===== src/rtl/cfgcrc_pkg.sv =====
// Package: shared constants and sequencer state type for the image validator.
// Assumes a reflected CRC-8 with 16-bit image words.
package cfgcrc_pkg;
    localparam int          BYTE_W         = 8;
    localparam int          WORD_W         = 16;
    localparam logic [7:0]  CRC_PRESET     = 8'hFF;
    localparam logic [7:0]  CRC_POLY_REFL  = 8'hAB;
    localparam logic [7:0]  CRC_XOROUT     = 8'hFF;

    typedef enum logic [2:0] {
        ST_IDLE,
        ST_READ,
        ST_LO,
        ST_HI,
        ST_CHECK
    } seq_state_t;
endpackage


===== src/rtl/cfgcrc_byte_step.sv =====
// Module: one-byte update of a reflected CRC-8, fully unrolled over 8 bits.
// Assumes the polynomial is given in right-shifting (reflected) form.
module cfgcrc_byte_step
    import cfgcrc_pkg::*;
#(
    parameter logic [7:0] POLY = CRC_POLY_REFL
) (
    input  logic [BYTE_W-1:0] crc_in,
    input  logic [BYTE_W-1:0] data_in,
    output logic [BYTE_W-1:0] crc_out
);
    // Shift eight times, folding in the polynomial when the low bit is set.
    always_comb begin
        logic [BYTE_W-1:0] acc;
        acc = crc_in ^ data_in;
        for (int b = 0; b < BYTE_W; b++) begin
            acc = acc[0] ? ((acc >> 1) ^ POLY) : (acc >> 1);
        end
        crc_out = acc;
    end
endmodule


===== src/rtl/cfgcrc_datapath.sv =====
// Module: word latch, CRC register, check comparison and revision capture.
// Assumes at most one of feed_lo/feed_hi is high in a cycle, and that
// crc_init takes priority over feeding.
module cfgcrc_datapath
    import cfgcrc_pkg::*;
(
    input  logic              clk,
    input  logic              rst_n,
    input  logic              cap,
    input  logic [WORD_W-1:0] word_in,
    input  logic              crc_init,
    input  logic              feed_lo,
    input  logic              feed_hi,
    input  logic              rev_take,
    output logic              match,
    output logic [BYTE_W-1:0] revision
);
    logic [WORD_W-1:0] word_q;
    logic [BYTE_W-1:0] crc_q;
    logic [BYTE_W-1:0] byte_sel;
    logic [BYTE_W-1:0] crc_nxt;

    // Select the byte of the latched word that is fed in this cycle.
    assign byte_sel = feed_hi ? word_q[WORD_W-1:BYTE_W] : word_q[BYTE_W-1:0];

    cfgcrc_byte_step #(.POLY(CRC_POLY_REFL)) u_step (
        .crc_in  (crc_q),
        .data_in (byte_sel),
        .crc_out (crc_nxt)
    );

    // Compare the inverted CRC with the check byte of the latched word.
    assign match = ((crc_q ^ CRC_XOROUT) == word_q[WORD_W-1:BYTE_W]);

    // Hold the fetched word, the running CRC and the reported revision.
    always_ff @(posedge clk) begin
        if (!rst_n) begin
            word_q   <= '0;
            crc_q    <= CRC_PRESET;
            revision <= '0;
        end else begin
            if (cap) word_q <= word_in;
            if (crc_init) crc_q <= CRC_PRESET;
            else if (feed_lo || feed_hi) crc_q <= crc_nxt;
            if (rev_take) revision <= word_q[BYTE_W-1:0];
        end
    end
endmodule


===== src/rtl/cfgcrc_seq.sv =====
// Module: job sequencer. It walks the word addresses, drives the read
// handshake, orders the byte feeds and runs the short-then-long size probe.
// Assumes the read store keeps rd_data valid in the cycle rd_ack is high.
module cfgcrc_seq
    import cfgcrc_pkg::*;
#(
    parameter int SHORT_WORDS = 64,
    parameter int LONG_WORDS  = 220,
    parameter int ADDR_W      = 8
) (
    input  logic              clk,
    input  logic              rst_n,
    input  logic              start,
    input  logic              rd_ack,
    input  logic              match,
    output logic              rd_req,
    output logic [ADDR_W-1:0] rd_addr,
    output logic              busy,
    output logic              done,
    output logic              result_ok,
    output logic              long_sel,
    output logic              cap,
    output logic              crc_init,
    output logic              feed_lo,
    output logic              feed_hi,
    output logic              rev_take
);
    localparam logic [ADDR_W-1:0] SHORT_LAST = ADDR_W'(SHORT_WORDS - 1);
    localparam logic [ADDR_W-1:0] LONG_LAST  = ADDR_W'(LONG_WORDS - 1);

    seq_state_t st;
    logic       long_pass;
    logic       at_last;
    logic       finish;

    // Decode the final word of the size now being probed.
    assign at_last  = (rd_addr == (long_pass ? LONG_LAST : SHORT_LAST));
    assign finish   = (st == ST_CHECK) && (match || long_pass);

    // Control strobes for the datapath.
    assign cap      = (st == ST_READ) && rd_ack;
    assign feed_lo  = (st == ST_LO);
    assign feed_hi  = (st == ST_HI);
    assign rev_take = finish;
    assign crc_init = ((st == ST_IDLE) && start)
                    || ((st == ST_CHECK) && !match && !long_pass);

    // State, address and result registers of the job.
    always_ff @(posedge clk) begin
        if (!rst_n) begin
            st        <= ST_IDLE;
            long_pass <= 1'b0;
            rd_addr   <= '0;
            rd_req    <= 1'b0;
            busy      <= 1'b0;
            done      <= 1'b0;
            result_ok <= 1'b0;
            long_sel  <= 1'b0;
        end else begin
            done <= 1'b0;
            case (st)
                ST_IDLE: begin
                    if (start) begin
                        busy      <= 1'b1;
                        long_pass <= 1'b0;
                        rd_addr   <= '0;
                        rd_req    <= 1'b1;
                        st        <= ST_READ;
                    end
                end
                ST_READ: begin
                    if (rd_ack) begin
                        rd_req <= 1'b0;
                        st     <= ST_LO;
                    end
                end
                ST_LO: begin
                    st <= at_last ? ST_CHECK : ST_HI;
                end
                ST_HI: begin
                    rd_addr <= rd_addr + 1'b1;
                    rd_req  <= 1'b1;
                    st      <= ST_READ;
                end
                ST_CHECK: begin
                    if (finish) begin
                        done      <= 1'b1;
                        busy      <= 1'b0;
                        result_ok <= match;
                        long_sel  <= long_pass;
                        st        <= ST_IDLE;
                    end else begin
                        long_pass <= 1'b1;
                        rd_addr   <= '0;
                        rd_req    <= 1'b1;
                        st        <= ST_READ;
                    end
                end
                default: st <= ST_IDLE;
            endcase
        end
    end
endmodule


===== src/rtl/cfgimg_crc_check.sv =====
// Module: top of the configuration image CRC-8 validator. It joins the
// sequencer and the datapath. Assumes LONG_WORDS > SHORT_WORDS >= 2.
module cfgimg_crc_check
    import cfgcrc_pkg::*;
#(
    parameter int SHORT_WORDS = 64,
    parameter int LONG_WORDS  = 220,
    localparam int ADDR_W     = $clog2(LONG_WORDS)
) (
    input  logic              clk,
    input  logic              rst_n,
    input  logic              start,
    output logic              rd_req,
    output logic [ADDR_W-1:0] rd_addr,
    input  logic              rd_ack,
    input  logic [15:0]       rd_data,
    output logic              busy,
    output logic              done,
    output logic              result_ok,
    output logic              long_sel,
    output logic [7:0]        revision
);
    logic cap, crc_init, feed_lo, feed_hi, rev_take, match;

    cfgcrc_seq #(
        .SHORT_WORDS (SHORT_WORDS),
        .LONG_WORDS  (LONG_WORDS),
        .ADDR_W      (ADDR_W)
    ) u_seq (
        .clk       (clk),
        .rst_n     (rst_n),
        .start     (start),
        .rd_ack    (rd_ack),
        .match     (match),
        .rd_req    (rd_req),
        .rd_addr   (rd_addr),
        .busy      (busy),
        .done      (done),
        .result_ok (result_ok),
        .long_sel  (long_sel),
        .cap       (cap),
        .crc_init  (crc_init),
        .feed_lo   (feed_lo),
        .feed_hi   (feed_hi),
        .rev_take  (rev_take)
    );

    cfgcrc_datapath u_dp (
        .clk      (clk),
        .rst_n    (rst_n),
        .cap      (cap),
        .word_in  (rd_data),
        .crc_init (crc_init),
        .feed_lo  (feed_lo),
        .feed_hi  (feed_hi),
        .rev_take (rev_take),
        .match    (match),
        .revision (revision)
    );
endmodule


===== config.mk =====
export PLATFORM = sky130hd
export DESIGN_NAME = cfgimg_crc_check
export DESIGN_NICKNAME = d
export VERILOG_FILES = /design/src/rtl/cfgcrc_pkg.sv /design/src/rtl/cfgcrc_byte_step.sv /design/src/rtl/cfgcrc_datapath.sv /design/src/rtl/cfgcrc_seq.sv /design/src/rtl/cfgimg_crc_check.sv
export SDC_FILE = /design/constraint.sdc
export NUM_CORES = 1
export LEC_CHECK = 0
export CORE_AREA = 8 8 67 92
export DETAILED_ROUTE_END_ITERATION = 7
export DIE_AREA = 0 0 75 100
export PLACE_DENSITY = 0.83
export SLEW_MARGIN = 20
export SYNTH_ARGS = -nofsm -noshare
export SYNTH_HDL_FRONTEND = slang
export SYNTH_SLANG_ARGS = --single-unit

===== constraint.sdc =====
create_clock -name clk -period 2.7 [get_ports clk]
set_input_delay 0.27 -clock clk [delete_from_list [all_inputs] [get_ports clk]]
set_output_delay 0.27 -clock clk [all_outputs]
set_load 0.005 [all_outputs]

==> results.sh, run 1 <==
export IMPL_synthesis_area_sq_um=2479
export IMPL_dieArea_sq_um=7500
export IMPL_cp_end_kind="flop"
export IMPL_ys_seq_elements=49
export IMPL_synth_nets=303
export IMPL_die_width_um=75
export IMPL_switchingPower_uw=576.7
export IMPL_core_rowCount=30
export IMPL_synth_flop_cell="dfxtp_1"
export IMPL_htreeDepth=2
export IMPL_multi_input_area_sq_um=1403
export IMPL_grt_max_degree=34
export IMPL_vias_per_cell=5.340
export IMPL_place_inst=375
export IMPL_antenna_found_initial=0
export IMPL_startpoint_type="flop"
export IMPL_leakagePower_nw=1.180
export IMPL_hp_start="u_seq.long_sel$_SDFFE_PN0P_"
export IMPL_worstPathRequired_ns=2.87
export IMPL_coreArea_sq_um=4767
export IMPL_max_slew_margin_pct=34.05
export IMPL_syn_inst=282
export IMPL_hold_depth=2
export IMPL_clockBufferDepth=2
export IMPL_cp_arrival_ns=2.47
export IMPL_path_max_fanout=10
export IMPL_synth_top_area_share_pct=39.58
export IMPL_track_usage_pct=15.77
export IMPL_skew_ns=0.01227
export IMPL_dp_hpwl_mm=4.258
export IMPL_rr_endpoint="u_dp.crc_q[2]$_SDFFE_PP1P_"
export IMPL_period_minus_slack_ns=2.293
export IMPL_drt_wl_total_mm=5.543
export IMPL_rsz0062_at_grt="no"
export IMPL_clock_latency_ns=0.31
export IMPL_drive_gt1_share_pct=7.233
export IMPL_synthToLayoutAreaGrowth_pct=21.15
export IMPL_tightest_slew_ns=0.9881
export IMPL_clock_fmax_ghz=0.4362
export IMPL_hold_end="u_seq.long_sel$_SDFFE_PN0P_"
export IMPL_status="completed"
export IMPL_combPwrFrac_pct=31.3
export IMPL_critPathMostFrequentCell="xnor2_2"
export IMPL_cts_resized=0
export IMPL_slowest_stage="dfxtp_1"
export IMPL_drv_slew=0
export IMPL_cts_clk_slew_worst_paths_ns=0.09
export IMPL_synth_area_top_cells="dfxtp_1 (40%), nand2_1 (7.3%), xor2_1 (7.1%), mux2i_1 (6.5%), a21oi_1 (6.1%)"
export IMPL_n_fill_cell=426
export IMPL_cellInternalPower_mw=1.240
export IMPL_reg2reg_depth=7
export IMPL_n_antenna_cell=0
export IMPL_ios=41
export IMPL_hold_violations=0
export IMPL_postSynthAreaPerCell_sq_um=8.789
export IMPL_synthDistinctLibCells=38
export IMPL_ys_warn_count=0
export IMPL_regArea_sq_um=980.9
export IMPL_yosys_area_top_type="dfxtp_1"
export IMPL_synth_seq_area_share_pct=39.58
export IMPL_first_iter_violations=76
export IMPL_io_buffers=40
export IMPL_cts_root_buf="clkbuf_8"
export IMPL_max_stage_delay_ns=0.52
export IMPL_cp_cell_sequence="nand3b_4, mux2i_1, xnor2_2, xnor3_2, xnor2_2, xnor2_1, o21ai_1"
export IMPL_avgRoutedWirePerCell_um=14.51
export IMPL_grt_pass1_wl_mm=9.301
export IMPL_peakVddDrop_mv=0.3943
export IMPL_powerDensity_nw_per_um2=605.0
export IMPL_cts_tree="yes"
export IMPL_first_global_vias=2005
export IMPL_globalplace_congestion=0.9128
export IMPL_drc_errors=0
export IMPL_ant_nets=0
export IMPL_r2r_slack_ns=0.41
export IMPL_timing_setup_tns_ns=0
export IMPL_start_util_pct=51.99
export IMPL_vias=2040
export IMPL_setup_ws_ns=0.4072
export IMPL_pwr_share_seq_pct=44.9
export IMPL_grt_overflow=0
export IMPL_switching_share_pct=31.74
export IMPL_p_clk_share_pct=23.9
export IMPL_power_total_mw=1.817
export IMPL_hold_class="flop to flop"
export IMPL_cap_violations=0
export IMPL_synth_edf_count=0
export IMPL_die_y_um=100
export IMPL_ctsHoldBuffers=0
export IMPL_clock_sinks=49
export IMPL_r2r_start="u_seq.st[1]$_SDFFE_PN0P_"
export IMPL_async_flop_share_pct=0
export IMPL_fin_nets=339
export IMPL_path_class="flop to flop"
export IMPL_setup_violations=0
export IMPL_postCtsSetupBuffers=0
export IMPL_cts_buffers=5
export IMPL_place_ws_ns=0.4643
export IMPL_fin_crit_sh_pct=84.92
export IMPL_dr_pass1_iters=4
export IMPL_stdcell_count=382
## worst max-delay path by stage
stage	from	endpoint	slack, ns
final	u_seq.st[1]$_SDFFE_PN0P_	u_dp.crc_q[2]$_SDFFE_PP1P_	0.41
after global routing	u_seq.st[1]$_SDFFE_PN0P_	u_dp.crc_q[3]$_SDFFE_PP1P_	0.27
after CTS	u_seq.st[1]$_SDFFE_PN0P_	u_dp.crc_q[2]$_SDFFE_PP1P_	0.41
after detailed placement	u_seq.st[1]$_SDFFE_PN0P_	u_dp.crc_q[2]$_SDFFE_PP1P_	0.46
after global placement	u_seq.st[1]$_SDFFE_PN0P_	u_dp.crc_q[3]$_SDFFE_PP1P_	0.55
after floorplan	u_seq.st[1]$_SDFFE_PN0P_	u_dp.crc_q[2]$_SDFFE_PP1P_	0.66
## area by class of cell
class | count | share of cell area, %
Clock buffer | 6 | 2.750
Clock inverter | 1 | 0.2500
Inverter | 5 | 0.6250
Multi-Input combinational cell | 213 | 46.71
Sequential cell | 49 | 32.67
Tap cell | 64 | 2.667
Timing Repair Buffer | 44 | 14.33
## per-stage QoR
| stage | instance area [sq um] | utilization (%) | hold WS, ns |
|---|---|---|---|
| finish | 3003 | 62.99 | 0.4610 |
| detailed placement | 2913 | 61.10 | 0.4503 |
| global placement | 2913 | 61.10 | 0.4482 |
| floorplan | 2479 | - | 0.3771 |
| global route | 3003 | 62.99 | 0.4916 |
| CTS | 3003 | 62.99 | 0.4665 |
## layer usage
metal  track usage [%]  vias to the layer above  part of all wire (%)
met5                 0                        -                     0
met4             6.667                        0                   1.9
met3             3.293                        9                   3.8
met2             28.44                       46                    54
met1             16.67                      969                    40
li1                  -                     1016                     -
## registers in the layout (all words and copies together) (netlist names)
name / count
u_seq.rd_req: 1
u_seq.long_pass: 1
u_dp.crc_q: 8
u_seq.st: 3
u_seq.busy: 1
u_seq.result_ok: 1
u_seq.rd_addr: 8
u_seq.long_sel: 1
u_dp.word_q: 16
u_dp.revision: 8
u_seq.done: 1
## cell families after synthesis
family                   Yosys count  synth area share (%)
buffers and inverters             20                 3.836
multiplexers                      17                 7.016
AO/OA/AOI/OAI                     52                 11.61
flip-flops                        49                 39.58
XOR/XNOR                          38                 17.87
adder cells (fa/ha/maj)            1                0.5047
AND/OR/NAND/NOR                  105                 19.59
## layout by cell type, fill, tap and decap left out, types with 4 or more instances in the layout
master,count
inv_1,5
xnor2_2,9
nor3_1,7
mux2i_1,16
clkdlybuf4s50_1,40
nor2_1,24
nand2_1,48
buf_4,4
and2_1,5
o21ai_0,9
o21ai_1,4
dfxtp_1,49
xnor2_1,6
a21oi_1,30
clkbuf_8,6
xor2_1,20
nand4_1,5
## worst max-delay path, delay by kind of cell (launching register included)
family,cells,cell delay [ns]
simple gates,1,0.23
flops,1,0.52
mux,1,0.29
compound gates,1,0.09
xor+xnor,4,1.04
## power by group through the flow
stage / sequential, mW / clock, mW / combinational [mW]
floorplan: 0.815 / 0 / 0.447
global placement: 0.831 / 0 / 0.552
detailed placement: 0.832 / 0 / 0.561
CTS: 0.815 / 0.447 / 0.567
global route: 0.821 / 0.473 / 0.623
finish: 0.815 / 0.433 / 0.568
## Yosys cell counts, types with 2 or more instances
cell      number
dfxtp_1       49
xnor3_1        2
xnor2_2        9
nand2_1       48
nand2b_1       3
inv_1          5
mux2i_1       16
a21o_1         3
and2_1         5
xor2_1        20
nand4_1        5
nor2b_1        3
a21oi_1       30
and3_1         3
buf_4          2
nor3_1         7
nor4_1         2
o21ai_1        4
nor2_1        24
xnor2_1        6
clkbuf_1      11
o21ai_0        9
Power figures use the tool's default switching activity.
==> run 2, diff against run 1 <==
--- a/config.mk
+++ b/config.mk
@@ -5,10 +5,10 @@
 export SDC_FILE = /design/constraint.sdc
 export NUM_CORES = 1
 export LEC_CHECK = 0
-export CORE_AREA = 8 8 67 92
+export CORE_AREA = 8 8 70 97
 export DETAILED_ROUTE_END_ITERATION = 7
-export DIE_AREA = 0 0 75 100
-export PLACE_DENSITY = 0.83
+export DIE_AREA = 0 0 78 105
+export PLACE_DENSITY = 0.79
 export SLEW_MARGIN = 20
 export SYNTH_ARGS = -nofsm -noshare
 export SYNTH_HDL_FRONTEND = slang
==> constraint.sdc (replaced) <==
create_clock -name clk -period 1.9 [get_ports clk]
set_input_delay 0.19 -clock clk [delete_from_list [all_inputs] [get_ports clk]]
set_output_delay 0.19 -clock clk [all_outputs]
set_load 0.005 [all_outputs]
==> results.sh, run 2 (same netlist as run 1, synthesis figures left out) <==
export IMPL_first_global_vias=2248
export IMPL_clock_latency_ns=0.31
export IMPL_largest_reg_flops=16
export IMPL_first_iter_violations=170
export IMPL_n_antenna_cell=0
export IMPL_clock_sinks=49
export IMPL_rsz0062_at_grt="yes"
export IMPL_drt_wl_total_mm=6.628
export IMPL_setup_ws_ns=-0.1199
export IMPL_period_minus_slack_ns=2.020
export IMPL_timing_setup_tns_ns=-0.5326
export IMPL_drive_gt1_share_pct=23.96
export IMPL_coreArea_sq_um=5365
export IMPL_powerDensity_nw_per_um2=845.2
export IMPL_dr_pass1_iters=4
export IMPL_regArea_sq_um=992.2
export IMPL_multi_input_area_sq_um=1511
export IMPL_globalplace_congestion=0.9183
export IMPL_utilization_pct=64.55
export IMPL_antenna_found_initial=0
export IMPL_r2r_start="u_seq.st[2]$_SDFFE_PN0P_"
export IMPL_violations="setup timing"
export IMPL_start_util_pct=46.20
export IMPL_place_area_sq_um=3201
export IMPL_grt_pass1_wl_mm=10.66
export IMPL_cts_tree="yes"
export IMPL_status="complete, but fails checks"
export IMPL_htreeDepth=2
export IMPL_grt_overflow=0
export IMPL_final_area_sq_um=3463
export IMPL_die_y_um=105
export IMPL_ios=41
export IMPL_ant_nets=0
export IMPL_final_cell_mix="nand2_1 (48), clkdlybuf4s50_1 (40), dfxtp_1 (40)"
export IMPL_ctsHoldBuffers=0
export IMPL_path_max_fanout=5
export IMPL_startpoint_type="flop"
export IMPL_holdWs_ns=0.4162
export IMPL_n_fill_cell=453
export IMPL_leakagePower_nw=1.364
export IMPL_drc_errors=0
export IMPL_layout_commonest_cell="nand2_1"
export IMPL_vias_per_cell=5.248
export IMPL_fin_crit_sh_pct=106.3
export IMPL_io_buffers=40
export IMPL_tightest_slew_ns=0.5460
export IMPL_die_width_um=78
export IMPL_crit_start="u_seq.st[2]$_SDFFE_PN0P_"
export IMPL_place_ws_ns=-0.1069
export IMPL_skew_ns=0.006297
export IMPL_track_usage_pct=15.85
export IMPL_max_slew_margin_pct=63.60
export IMPL_worstPathRequired_ns=2.11
export IMPL_hp_start="rd_data[4]"
export IMPL_drv_slew=0
export IMPL_core_rowCount=32
export IMPL_avgRoutedWirePerCell_um=15.52
export IMPL_cp_end_kind="flop"
export IMPL_vias=2241
export IMPL_setup_violations=8
export IMPL_path_class="flop to flop"
export IMPL_clockBufferDepth=2
export IMPL_cp_arrival_ns=2.23
export IMPL_hold_violations=0
export IMPL_grt_max_degree=27
export IMPL_cts_buffers=5
export IMPL_fin_nets=379
export IMPL_dp_hpwl_mm=4.800
export IMPL_dieArea_sq_um=8190
export IMPL_hold_class="input port to flop"
export IMPL_stdcell_count=427
export IMPL_cts_clk_slew_worst_paths_ns=0.10
export IMPL_peakVddDrop_mv=0.5522
export IMPL_regMostFlops="u_dp.word_q"
export IMPL_cap_violations=0
export IMPL_power_total_mw=2.927
export IMPL_clock_fmax_ghz=0.4951
export IMPL_place_inst=412
export IMPL_synthToLayoutAreaGrowth_pct=39.73
export IMPL_cts_root_buf="clkbuf_8"
-- run 2: changes by cell type in the layout (fill, tap and decap cells not counted), moves of 2 or more --
| cell | before | now |
|---|---|---|
| xor2_1 | 20 | 18 |
| dfxtp_1 | 49 | 40 |
| dfxtp_2 | 0 | 9 |
| buf_4 | 4 | 39 |
| buf_6 | 0 | 4 |
| mux2i_4 | 0 | 4 |
| mux2i_1 | 16 | 11 |
-- run 2: area by class of cell --
class	count	share of cell area, %
multi-input cells	213	43.64
flip-flops and latches	49	28.65
repair buffers	84	21.89
well taps	68	2.457
clock buffers	5	1.987
clock inverters	3	0.8309
inverters	5	0.5419
-- run 2: layer usage --
metal  global-route usage, %  routed length (um)  vias up
met5                       0                   0        -
met4                   6.250                 189        0
met3                   3.602                 272       16
met2                   29.06                3552       62
met1                   16.86                2614     1057
li1                        -                   -     1106
-- run 2: final timing paths --
check,cells after the start,to,slack (ns)
worst max-delay path,8,u_dp.crc_q[5]$_SDFFE_PP1P_,-0.12
worst min-delay path,3,u_dp.word_q[4]$_SDFFE_PN0P_,0.42
worst max register to register,8,u_dp.crc_q[5]$_SDFFE_PP1P_,-0.12
worst min register to register,2,u_seq.result_ok$_SDFFE_PN0P_,0.46
-- run 2: power breakdown --
group	switching [mW]	internal [mW]	leakage [nW]	total, mW
sequential	0.0655	1.09	0.398	1.16
clock	0.399	0.276	0.0506	0.675
combinational	0.515	0.581	0.915	1.10
-- run 2: repair_timing --
action	CTS	global route
resized for setup	12	15
pin swaps	9	13
endpoints found under the setup margin	23	24
setup buffers	4	3
-- run 2: worst max-delay path: stages (launching register included) --
cell,delay (ns)
dfxtp_1,0.32
nand3b_4,0.21
buf_6,0.18
mux2i_2,0.16
xnor2_2,0.30
xnor2_2,0.20
xnor3_1,0.36
nor2_1,0.12
o21ai_1,0.07
